$ cat config.mk
export PLATFORM = sky130hd
export DESIGN_NAME = slave_arbiter
export DESIGN_NICKNAME = d
export VERILOG_FILES = /design/src/rtl/slave_arbiter.sv
export SDC_FILE = /design/constraint.sdc
export NUM_CORES = 1
export LEC_CHECK = 0
export BUFFER_PORTS_ARGS = -buffer_cell sky130_fd_sc_hd__buf_2
export CORE_AREA = 5 5 92 94
export DETAILED_ROUTE_END_ITERATION = 6
export DIE_AREA = 0 0 97 99
export PLACE_DENSITY = 0.83
export SYNTH_ARGS = -nofsm -noshare
export SYNTH_HDL_FRONTEND = slang
export SYNTH_SLANG_ARGS = --single-unit
$ cat constraint.sdc
create_clock -name clk -period 19.6 [get_ports clk]
set_clock_uncertainty 0.15 [all_clocks]
set_input_delay 0.98 -clock clk [delete_from_list [all_inputs] [get_ports clk]]
set_output_delay 0.98 -clock clk [all_outputs]
set_load 0.05 [all_outputs]
$ cat src/rtl/slave_arbiter.sv
module slave_arbiter #(
  parameter int NM = 5,
  parameter int PW = 2,
  parameter int SW = 8,
  parameter int IW = $clog2(NM)
) (
  input  logic            clk,
  input  logic            rst_n,
  input  logic [NM-1:0]   req_i,
  input  logic [NM-1:0]   incr_i,
  input  logic [NM-1:0]   beat_i,
  input  logic [NM*3-1:0] brk_cfg_i,
  input  logic [1:0]      arb_mode_i,
  input  logic [1:0]      park_mode_i,
  input  logic [IW-1:0]   park_idx_i,
  input  logic [SW-1:0]   slot_lim_i,
  input  logic [NM*PW-1:0] prio_i,
  output logic [NM-1:0]   gnt_o,
  output logic [IW-1:0]   idx_o
);
  localparam int BW = 5;

  logic [NM*3-1:0]  brk_q;
  logic [1:0]       arb_q, park_q;
  logic [IW-1:0]    pidx_q;
  logic [SW-1:0]    lim_q;
  logic [NM*PW-1:0] prio_q;

  logic          own_vld_q;
  logic [IW-1:0] own_q, rr_q;
  logic [BW-1:0] beat_q;
  logic [SW-1:0] slot_q;

  logic busy;
  assign busy = own_vld_q & req_i[own_q];

  logic [NM*3-1:0]  brk_e;
  logic [1:0]       arb_e, park_e;
  logic [IW-1:0]    pidx_e;
  logic [SW-1:0]    lim_e;
  logic [NM*PW-1:0] prio_e;
  assign brk_e  = busy ? brk_q  : brk_cfg_i;
  assign arb_e  = busy ? arb_q  : arb_mode_i;
  assign park_e = busy ? park_q : park_mode_i;
  assign pidx_e = busy ? pidx_q : park_idx_i;
  assign lim_e  = busy ? lim_q  : slot_lim_i;
  assign prio_e = busy ? prio_q : prio_i;

  logic [2:0]    own_code;
  logic [BW-1:0] brk_len;
  assign own_code = brk_e[own_q*3 +: 3];
  always_comb begin
    case (own_code)
      3'd1:    brk_len = 5'd1;
      3'd2:    brk_len = 5'd4;
      3'd3:    brk_len = 5'd8;
      3'd4:    brk_len = 5'd16;
      default: brk_len = 5'd0;
    endcase
  end

  logic beat_hit, brk_pt, slot_pt, rearb;
  assign beat_hit = busy & incr_i[own_q] & beat_i[own_q];
  assign brk_pt   = beat_hit & (brk_len != '0) &
                    (({1'b0, beat_q} + 1'b1) == {1'b0, brk_len});
  assign slot_pt  = busy & (lim_e != '0) &
                    (({1'b0, slot_q} + 1'b1) == {1'b0, lim_e});
  assign rearb    = ~busy | brk_pt | slot_pt;

  logic          any_req, f_fp, f_rr;
  logic [PW-1:0] best;
  logic [IW-1:0] win_fp, win_rr, win;
  assign any_req = |req_i;

  always_comb begin
    win_fp = '0;
    win_rr = '0;
    f_fp   = 1'b0;
    f_rr   = 1'b0;
    best   = '0;
    for (int i = 0; i < NM; i++) begin
      if (req_i[i] && (!f_fp || prio_e[i*PW +: PW] > best)) begin
        f_fp   = 1'b1;
        best   = prio_e[i*PW +: PW];
        win_fp = IW'(i);
      end
    end
    for (int k = 1; k <= NM; k++) begin
      int j;
      j = int'(rr_q) + k;
      if (j >= NM) j = j - NM;
      if (!f_rr && req_i[j]) begin
        f_rr   = 1'b1;
        win_rr = IW'(j);
      end
    end
  end

  assign win = (arb_e == 2'd1) ? win_fp : win_rr;

  always_ff @(posedge clk or negedge rst_n) begin
    if (!rst_n) begin
      brk_q  <= '0;
      arb_q  <= '0;
      park_q <= '0;
      pidx_q <= '0;
      lim_q  <= '0;
      prio_q <= '0;
    end else if (!busy) begin
      brk_q  <= brk_cfg_i;
      arb_q  <= arb_mode_i;
      park_q <= park_mode_i;
      pidx_q <= park_idx_i;
      lim_q  <= slot_lim_i;
      prio_q <= prio_i;
    end
  end

  always_ff @(posedge clk or negedge rst_n) begin
    if (!rst_n) begin
      own_vld_q <= 1'b0;
      own_q     <= '0;
      rr_q      <= IW'(NM - 1);
      beat_q    <= '0;
      slot_q    <= '0;
    end else if (rearb) begin
      beat_q <= '0;
      slot_q <= '0;
      if (any_req) begin
        own_vld_q <= 1'b1;
        own_q     <= win;
        rr_q      <= win;
      end else begin
        case (park_e)
          2'd1: ;
          2'd2: begin
            own_vld_q <= int'(pidx_e) < NM;
            own_q     <= pidx_e;
          end
          default: own_vld_q <= 1'b0;
        endcase
      end
    end else begin
      beat_q <= beat_q + BW'(beat_hit);
      slot_q <= slot_q + 1'b1;
    end
  end

  assign gnt_o = own_vld_q ? (NM'(1) << own_q) : '0;
  assign idx_o = own_vld_q ? own_q : '0;

  p_onehot_r2: assert property (@(posedge clk) disable iff (!rst_n)
    $onehot0(gnt_o));

  p_idx_match_r2: assert property (@(posedge clk) disable iff (!rst_n)
    (|gnt_o) |-> gnt_o[idx_o]);

  p_hold_r3: assert property (@(posedge clk) disable iff (!rst_n)
    !rearb |=> $stable(gnt_o));

  p_park_none_r9: assert property (@(posedge clk) disable iff (!rst_n)
    (!any_req && (park_e == 2'd0 || park_e == 2'd3)) |=> (gnt_o == '0));

  p_park_fixed_r11: assert property (@(posedge clk) disable iff (!rst_n)
    (!any_req && park_e == 2'd2 && int'(pidx_e) < NM) |=>
      (gnt_o == (NM'(1) << $past(pidx_e))));
endmodule

# Word level (Yosys, flattened, before mapping)
# Cells that the tools add are included.
word_totals:
  register_bits: 60
  latchBits: 0
  ramBits: 0
  romBits: 0
  inputBits: 57
  output_inout_bits: 8
  elab_cells: 154
  n_memories: 0
classes:
  addsub: 14
  mul: 1
  div_mod_pow: 0
  order_cmp: 16
  eq_ne: 10
  shift: 2
  mux: 63
  n_bitwise: 10
  n_reduce_logical: 27
ops:
  columns: ["cell", "n"]
  rows:
  - ["$lt 32x5->1 const B", 5]
  - ["$mux 32", 5]
  - ["$mux 3", 13]
  - ["$sub 4x3->5 const B", 5]
  - ["$bmux 1 s3", 8]
  - ["$mux 1", 23]
  - ["$ge 4x3->1 const B", 5]
  - ["$pmux 5 s4", 1]
  - ["$mux 8", 2]
  - ["$mux 15", 1]
  - ["$shiftx 15x6->3", 1]
  - ["$mux 2", 6]
  - ["$mux 10", 1]
  - ["$mux 5", 2]
  - ["$add 8x1->9 const B", 1]
  - ["$eq 9x8->1", 1]
  - ["$add 3x2->4 const B", 2]
  - ["$add 3x3->4 const B", 2]
  - ["$add 8x1->8 const B", 1]
  - ["$gt 2x2->1", 4]
  - ["$logic_and 1x1->1", 8]
  - ["$logic_not 1->1", 8]
  - ["$reduce_bool 8->1", 1]
  - ["$and 1x1->1", 7]
  - ["22 further kinds", 30]

# Longest topological paths before layout
# Gate-level depths: netlist of run 1.
logic_depth:
  ltp_word: 23
  mapped_depth: 40
  depth_no_buf: 34

# Worst setup path after synthesis of run 1
# No wires, ideal clock.
synth_timing:
  path_kind: "input to register"
  startpoint: "in req_i[2]"
  endpoint: "reg own_q[0]"
  setup_time_ns: 0.128
  t_arrival_ns: 7.596
  required_ns: 19.322
  path_slack_ns: 11.727
  stages: 34
  path_buffers: 6
  cell_sequence: "buf_2 > mux2_2 > a32oi_1 > and2_1 > buf_6 > buf_6 > buf_6 > clkbuf_1 > clkbuf_1 > mux2_2 > ha_1 > nor2b_1 > o21ai_0 > a21oi_1 > nand2_1 > o21a_1 > ha_1 > a21oi_1 > a21oi_1 > o21ai_0 > mux2i_1 > ha_1 > a21oi_1 > o21a_1 > mux2_2 > ha_1 > nand2_1 > o21ai_0 > a21boi_0 > nor3_1 > a21o_1 > a211oi_1 > o22ai_1 > mux2_1"
synth_via:
  word_cells_on_any_way: 94
  cone_classes: "order compare (4); eq/ne (8); shift (1); mux (47); bitwise (10); reduce/logical (24)"
synth_rtl:
  columns: ["element", "line", "source"]
  rows:
  - ["from (decl)", "9", "input logic [NM-1:0] req_i,"]
  - ["$bmux 1 s3 *", "35", "assign busy = own_vld_q & req_i[own_q];"]
  - ["$mux 1 (implied by the code) *", "35", null]
  - ["$and 1x1->1 *", "35", null]
  - ["$mux 10 *", null, null]
  - ["net prio_e[3]", "41", "logic [NM*PW-1:0] prio_e;"]
  - ["$gt 2x2->1", "82", "if (req_i[i] && (!f_fp || prio_e[i*PW +: PW] > best)) begin"]
  - ["$logic_or 1x1->1", "82", null]
  - ["$logic_and 1x1->1", "82", null]
  - ["[... 7 more ...]", null, null]
  - ["$logic_and 1x1->1", "82", null]
  - ["$mux 2 / $mux 1 (equally long branches)", "82", null]
  - ["$gt 2x2->1 / $logic_not 1->1 (equally long branches)", "82", null]
  - ["$logic_or 1x1->1", "82", null]
  - ["$logic_and 1x1->1", "82", null]
  - ["$mux 3 *", "82", null]
  - ["$mux 3 *", "99", "assign win = (arb_e == 2'd1) ? win_fp : win_rr;"]
  - ["$mux 3 *", "129", "if (any_req) begin"]
  - ["to (signal assigned)", "131", "own_q <= win;"]
  - ["to (signal assigned)", "138", "own_q <= pidx_e;"]
  - ["to (decl)", "30", "logic [IW-1:0] own_q, rr_q;"]
# Mark *: on every way through the listed nets, which the timed path passes. The rest lies on a longest branch. The select of a mux whose other input is x is not followed.
# A chain may end at the register's enable or synchronous reset.

# Worst setup path after layout of run 1
layout_timing:
  startpoint: "in req_i[2]"
  endpoint: "reg own_q[0]"
layout_via:
  elab_chain_len: 23
  word_cells_on_any_way: 94
  cone_classes: "order compare (4); eq/ne (8); shift (1); mux (47); bitwise (10); reduce/logical (24)"
layout_rtl:
  columns: ["element", "line"]
  rows:
  - ["$bmux 1 s3 *", "35"]
  - ["$mux 1 (implied by the code) *", "35"]
  - ["$and 1x1->1 *", "35"]
  - ["$mux 10 *", null]
  - ["net prio_e[0]", "41"]
  - ["$mux 2 *", "82"]
  - ["$gt 2x2->1", "82"]
  - ["$logic_or 1x1->1", "82"]
  - ["[... 8 more ...]", null]
  - ["$logic_and 1x1->1", "82"]
  - ["$mux 2 / $mux 1 (equally long branches)", "82"]
  - ["$gt 2x2->1 / $logic_not 1->1 (equally long branches)", "82"]
  - ["$logic_or 1x1->1", "82"]
  - ["$logic_and 1x1->1", "82"]
  - ["$mux 3 *", "82"]
  - ["$mux 3 *", "99"]
  - ["$mux 3 *", "129"]
# Marks and branches as above.

==> run_results.csv, run 1 <==
group,metric,value,unit
cells_and_area,antenna_cells,0,
sta,rsz0062_at_grt,"no",
global_routing,antenna_found_initial,0,
logic_synthesis,synth_top_area_share,33.04,%
placed_design,dp_hpwl,7.836,mm
global_routing,grt_max_degree,61,
clock_network,hold_buffers,0,
clock_network,clock_latency,350,ps
cells_and_area,drive_gt1_share,21.23,%
route,drt-pass1-iter-count,5,
global_routing,grt_overflow,0,
sta,hold_viol,0,
floorplan,fp.dieH,99,um
logic_synthesis,synth_warnings,0,
placed_design,dp.cells,637,
setup_path,cp_common_cell,"a21oi_1",
clock_network,clock_path_buffers,2,
logic_synthesis,synthTopCellsByArea,"dfrtp_1 (33%), mux2i_1 (7.8%), ha_1 (6.7%)",
logic_synthesis,syn_nets,571,
clock_network,cts_max_level,3,
logic_synthesis,synth-async-reset-ratio,100.0,%
cells_and_area,final_cell_mix,"buf_2 (64), dfrtp_1 (59), inv_1 (42), nor2_1 (42), mux2i_1 (35)",
setup_path,cp_max_fo,49,
cells_and_area,nFillCells,612,
logic_synthesis,synthFlopType,"dfrtp_1",
setup_path,cpPeakStageDelay,560,ps
clock_network,cts_resized,0,
route,drc,0,
logic_synthesis,yosysSeqAreaShare,33.63,%
placed_design,pre_cts_slack,11560,ps
hold_path,hold_class,"reg2reg",
flow_run,maxCapViolations,0,
floorplan,die_area,0.009603,mm^2
sta,finalCritPeriodShare,40.24,%
clock_network,clock_sinks,60,
cells_and_area,final_cells,653,
route,vias_per_cell,5.948,
route,wl_per_cell,16.36,um
cells_and_area,areaGrowthSynthToFinish,12.49,%
global_routing,grt_pass1_wl,18.27,mm
sta,setup_ws,11710,ps
setup_path,startpoint_type,"input port",
clock_network,cts_tree,"done",
logic_synthesis,syn_inst,490,
clock_network,post_cts_buffers,0,
route,drtAntennaViolNets,0,
global_routing,grtUsageTotal,22.91,%
logic_synthesis,synth_top_cell_by_area,"dfrtp_1",
setup_path,critPathBufInv,5,
power_and_ir_drop,max-vdd-ir-drop,0.1098,mV
sta,worst_slew_pin_slew,1015,ps
cells_and_area,final_util,66.42,%
power_and_ir_drop,cellPowerDensity,195.1,mW/mm^2
sta,period_minus_slack,7886,ps
sta,setup_violations,0,
cells_and_area,final_common_cell,"buf_2",
clock_network,root_buffer,"clkbuf_8",
global_routing,first_global_vias,3897,
sta,setup_tns,0,ps
power_and_ir_drop,p_leak,2.413,nW
route,wirelength,10.68,mm
route,drtIter0Drc,257,
floorplan,die_w,97,um
logic_synthesis,synth_edf_count,0,
status,status,"complete, no violations",
setup_path,crit_path_top_delay_cell,"buf_4",
setup_path,path_class,"in2reg",
setup_path,critPathTopFamily,"compound AO/OA/AOI/OAI gates",
sta,slew_violations,0,
sta,slew_headroom,32.10,%
floorplan,core_area,0.007567,mm^2
logic_synthesis,syn_avg_cell_area,9.118,um^2
logic_synthesis,synth_seq_cells,60,
setup_path,required,19680,ps
clock_network,cts_made_buffers,9,
cells_and_area,nets,627,
setup_path,worstSetupEndpointType,"register",
floorplan,io_pins,65,
logic_synthesis,ys_types,69,
sta,fmax,0.1268,GHz
route,num_vias,3884,
floorplan,rows,32,
floorplan,start_util,59.04,%
setup_path,reg2reg_slack,11750,ps
placed_design,port-buffer-count,64,
setup_path,arrival,7970,ps
sta,whs,336.1,ps
placed_design,place.gp.congestion,0.8788,
logic_synthesis,syn_area,0.004468,mm^2
clock_network,clk_pin_slew,70,ps
## metal layers
metal | GRT usage [%] | vias to the layer above | part of all wire, % | wire length, um
li1 | - | 1876 | - | -
met1 | 29.83 | 1835 | 45 | 4808
met2 | 37.42 | 144 | 47 | 4976
met3 | 5.379 | 29 | 6.3 | 672
met4 | 8.315 | 0 | 2.1 | 226
met5 | 0 | - | 0 | 0
## Yosys cell counts, types with 3 or more instances
cell type and count:
nand2_1 27, buf_6 3, buf_2 3, ha_1 24, or3_1 5, nor3_1 11
dfrtp_1 59, o32ai_1 4, nor2_1 42, a21o_1 8, mux2_2 21, o21ai_0 12
o22ai_1 7, o211ai_1 3, nand3_1 9, nor3b_1 5, inv_1 42, nor4_1 5
o21a_1 3, mux2_1 5, nand2b_1 11, a31oi_1 9, mux2i_1 35, xnor2_1 13
a211oi_1 7, a21oi_1 26, o31ai_1 3, clkbuf_1 12, and2_1 11, or2_2 3
buf_1 3, nor2b_1 9, xor2_1 6
## worst register-to-register path, delay by kind of cell, from the launching register on
kind                       cells  cell delay (ps)
AOI/OAI and AO/OA             15             2680
adders and majority gates      4             1030
buffers and inverters          4              760
DFF                            1              650
muxes                          5             1820
and+or+nand+nor                5              630
## through the flow
step	power (mW)	area (um^2)
6_report	0.9804	5026
5_1_grt	1.063	5026
4_1_cts	0.9727	5026
3_5_place_dp	0.8557	4827
3_3_place_gp	0.8310	4827
2_1_floorplan	0.7319	4468
## sequential cells by signal, summed over array words and instances, names as in the netlist
| register | count |
|---|---|
| arb_q | 2 |
| beat_q | 5 |
| brk_q | 15 |
| lim_q | 8 |
| own_q | 3 |
| own_vld_q | 1 |
| park_q | 2 |
| pidx_q | 3 |
| prio_q | 10 |
| rr_q | 3 |
| slot_q | 8 |
## layout make-up
cell class	count	area, um^2	share of cell area, %
clock inverters	7	75.07	1.494
multi-input cells	366	2696	53.65
well taps	102	127.6	2.539
flip-flops and latches	60	1503	29.90
clock buffers	9	123.9	2.465
repair buffers	67	342.8	6.821
inverters	42	157.7	3.137
## cell families (layout without fill, tap and decap cells)
logic type                 count (synthesis)  after routing  share of synthesized area, %
xor gates and xnor gates                  19             19                         3.724
DFF                                       60             60                         33.63
adders and majority gates                 24             24                         6.721
muxes                                     62             62                         14.90
and+or+nand+nor                          153            153                         17.78
buffers and inverters                     64            125                         6.049
AOI/OAI and AO/OA                        108            108                         17.19
## path summary, 6_finish.rpt
path | cells after the start | from | endpoint
max | 34 | req_i[2] | own_q[0]
min | 1 | brk_q[13] | brk_q[13]
max reg2reg | 33 | own_q[0] | own_q[0]
min reg2reg | 1 | brk_q[13] | brk_q[13]
max in group asynchronous | 2 | rst_n | prio_q[6]
min in group asynchronous | 2 | rst_n | brk_q[4]
## report_power, final
part / switching, mW / internal [mW]
Combinational: 0.387 / 0.269
Clock: 0.0539 / 0.0592
Sequential: 0.0341 / 0.177
No activity file was read; power rests on OpenSTA's default activity.
==> run 2, diff against run 1 <==
- ABC_AREA: default -> 1
- CORE_AREA: 5 5 92 94 -> 5 5 100 102
- DIE_AREA: 0 0 97 99 -> 0 0 105 107
- PLACE_DENSITY: 0.83 -> 0.76
- clock period: 19.6 -> 6.49 ns (I/O delays scaled with it)
==> run_results.csv, run 2 <==
group,metric,value,unit
placed_design,placed_area,0.004972,mm^2
sta,hold_viol,0,
hold_path,whs_endpoint,"brk_q[12]",
clock_network,clock_sinks,60,
route,num_vias,4328,
power_and_ir_drop,clockPowerShare,10.2,%
cells_and_area,areaGrowthSynthToFinish,11.59,%
power_and_ir_drop,max-vdd-ir-drop,0.4735,mV
sta,finalCritPeriodShare,88.77,%
placed_design,dp.cells,826,
setup_path,startpoint_type,"register",
floorplan,io_pins,65,
setup_path,r2r_end,"own_q[1]",
cells_and_area,reg_top3,"brk_q: 15 flops, prio_q: 10 flops",
logic_synthesis,synth.most_common_cell,"nand2_1",
power_and_ir_drop,cellPowerDensity,589.8,mW/mm^2
logic_synthesis,synth_seq_cells,60,
sta,fmax,0.1736,GHz
logic_synthesis,synth_edf_count,0,
power_and_ir_drop,power_frac_comb,69.3,%
route,drc,0,
power_and_ir_drop,p_seq_share,20.5,%
sta,period_minus_slack,5761,ps
logic_synthesis,syn_nets,745,
sta,setup_tns,0,ps
power_and_ir_drop,p_leak,2.803,nW
clock_network,root_buffer,"clkbuf_8",
logic_synthesis,synth_warnings,0,
clock_network,clock_path_buffers,2,
setup_path,crit_path_top_delay_cell,"dfrtp_1",
power_and_ir_drop,p_switching,1.664,mW
flow_run,maxCapViolations,0,
sta,slew_violations,0,
setup_path,cp_common_cell,"nand2_1",
route,vias_per_cell,5.134,
floorplan,fp.dieH,107,um
placed_design,port-buffer-count,64,
placed_design,dp_hpwl,8.362,mm
floorplan,die_area,0.01124,mm^2
global_routing,grt_pass1_wl,18.51,mm
logic_synthesis,syn_inst,664,
cells_and_area,nFillCells,840,
status,status,"complete, no violations",
cells_and_area,finalInstanceArea,0.005166,mm^2
logic_synthesis,synth_top_cell_by_area,"dfrtp_1",
logic_synthesis,synthTopCellsByArea,"dfrtp_1 (32%), nand2_1 (15%), nand3_1 (7.8%)",
clock_network,cts_made_buffers,9,
global_routing,first_global_vias,4326,
logic_synthesis,yosysSeqAreaShare,32.46,%
route,wirelength,10.61,mm
setup_path,timing.rr.start,"own_q[0]",
cells_and_area,final_cells,843,
sta,rsz0062_at_grt,"no",
global_routing,grt_max_degree,61,
hold_path,hold_class,"in2reg",
cells_and_area,largest-register,"brk_q",
power_and_ir_drop,power,3.047,mW
cells_and_area,drive_gt1_share,17.35,%
sta,slew_headroom,50.53,%
setup_path,reg2reg_depth,44,
setup_path,reg2reg_slack,730,ps
setup_path,worstSetupEndpointType,"register",
floorplan,core_area,0.009021,mm^2
logic_synthesis,ys_types,42,
route,wl_per_cell,12.59,um
route,drt-pass1-iter-count,4,
floorplan,die_w,105,um
floorplan,start_util,51.32,%
route,drtAntennaViolNets,0,
floorplan,rows,35,
logic_synthesis,synth_top_area_share,31.89,%
sta,whs,64.75,ps
sta,worst_slew_pin_slew,742.0,ps
logic_synthesis,synthFlopType,"dfrtp_1",
cells_and_area,final_cell_mix,"nand2_1 (188), inv_1 (96), nand3_1 (72)",
global_routing,grtUsageTotal,19.55,%
route,drtIter0Drc,173,
cells_and_area,largest_reg_flops,15,
power_and_ir_drop,p_int,1.383,mW
setup_path,cp_max_fo,27,
global_routing,antenna_found_initial,0,
placed_design,place.gp.congestion,0.9092,
cells_and_area,antenna_cells,0,
logic_synthesis,synth-async-reset-ratio,100.0,%
sta,setup_violations,0,
setup_path,required,6620,ps
cells_and_area,final_common_cell,"nand2_1",
logic_synthesis,syn_area,0.004629,mm^2
clock_network,clock_latency,350,ps
setup_path,cp-startpoint,"own_q[0]",
hold_path,hold_depth,3,
clock_network,cts_max_level,3,
cells_and_area,nets,808,
clock_network,clk_pin_slew,70,ps
hold_path,hp-start,"brk_cfg_i[12]",
power_and_ir_drop,swShare,54.61,%
setup_path,arrival,5890,ps
clock_network,cts_tree,"done",
logic_synthesis,syn_avg_cell_area,6.972,um^2
setup_path,cpPeakStageDelay,480,ps
logic_synthesis,synth_common_cells,"nand2_1 (188), inv_1 (96), nand3_1 (72)",
setup_path,path_class,"reg2reg",
global_routing,grt_overflow,0,
-- run 2: power by group through the flow --
| stage | clock network [mW] | logic [mW] | registers [mW] |
|---|---|---|---|
| 4_1_cts | 0.323 | 2.11 | 0.624 |
| 6_report | 0.311 | 2.11 | 0.624 |
| 3_3_place_gp | 0 | 2.04 | 0.622 |
| 5_1_grt | 0.339 | 2.44 | 0.643 |
| 2_1_floorplan | 0 | 1.78 | 0.590 |
| 3_5_place_dp | 0 | 2.11 | 0.631 |
-- run 2: kinds of logic (layout without fill, tap and decap cells) --
kind of cell / count (synthesis) / after routing / synth area share, %
AOI/OAI and AO/OA: 68 / 68 / 8.730
xor gates and xnor gates: 21 / 21 / 3.973
adders and majority gates: 24 / 24 / 6.487
buffers and inverters: 115 / 183 / 11.05
DFF: 60 / 60 / 32.46
and+or+nand+nor: 376 / 376 / 37.30
-- run 2: layout make-up --
cell class,instances,area [um^2],area share (%)
multi-input cells,489,2615,50.62
flip-flops and latches,60,1503,29.09
inverters,100,380.4,7.363
repair buffers,67,345.3,6.684
well taps,111,138.9,2.688
clock buffers,9,123.9,2.398
clock inverters,7,60.06,1.163
-- run 2: through the flow --
step / setup WS, ps / utilization, %
final: 729.0 / 57.27
after global routing: 39.48 / 57.27
after CTS: 644.5 / 57.27
after detailed placement: 677.0 / 55.12
after global placement: 976.4 / 55.12
after floorplan: 965.6 / -
-- run 2: what timing repair did --
item,in CTS,in global routing
hold buffers,1,0
hold endpoints to repair,14,0
setup endpoints to repair,0,4
gates resized for setup,0,2
buffers inserted,0,0
-- run 2: worst max-delay path by stage --
stage / endpoint / slack, ps
2_1_floorplan: own_q[1] / 970
4_1_cts: own_q[1] / 640
6_report: own_q[1] / 730
3_5_place_dp: own_q[1] / 680
5_1_grt: own_q[1] / 40
3_3_place_gp: own_q[1] / 980
-- run 2: worst max-delay path, delay by kind of cell (launching register included) --
kind	cells	cell delay, ps
AO/OA/AOI/OAI	13	1490
flip-flops	1	480
AND/OR/NAND/NOR	19	1710
buffers and inverters	8	680
adder cells (fa/ha/maj)	4	1170
-- run 2: per-layer routing --
layer / routed length [um] / global-route usage [%]
met1: 4440 / 23.62
met2: 5343 / 34.04
met3: 582 / 4.094
met4: 248 / 7.489
met5: 0 / 0
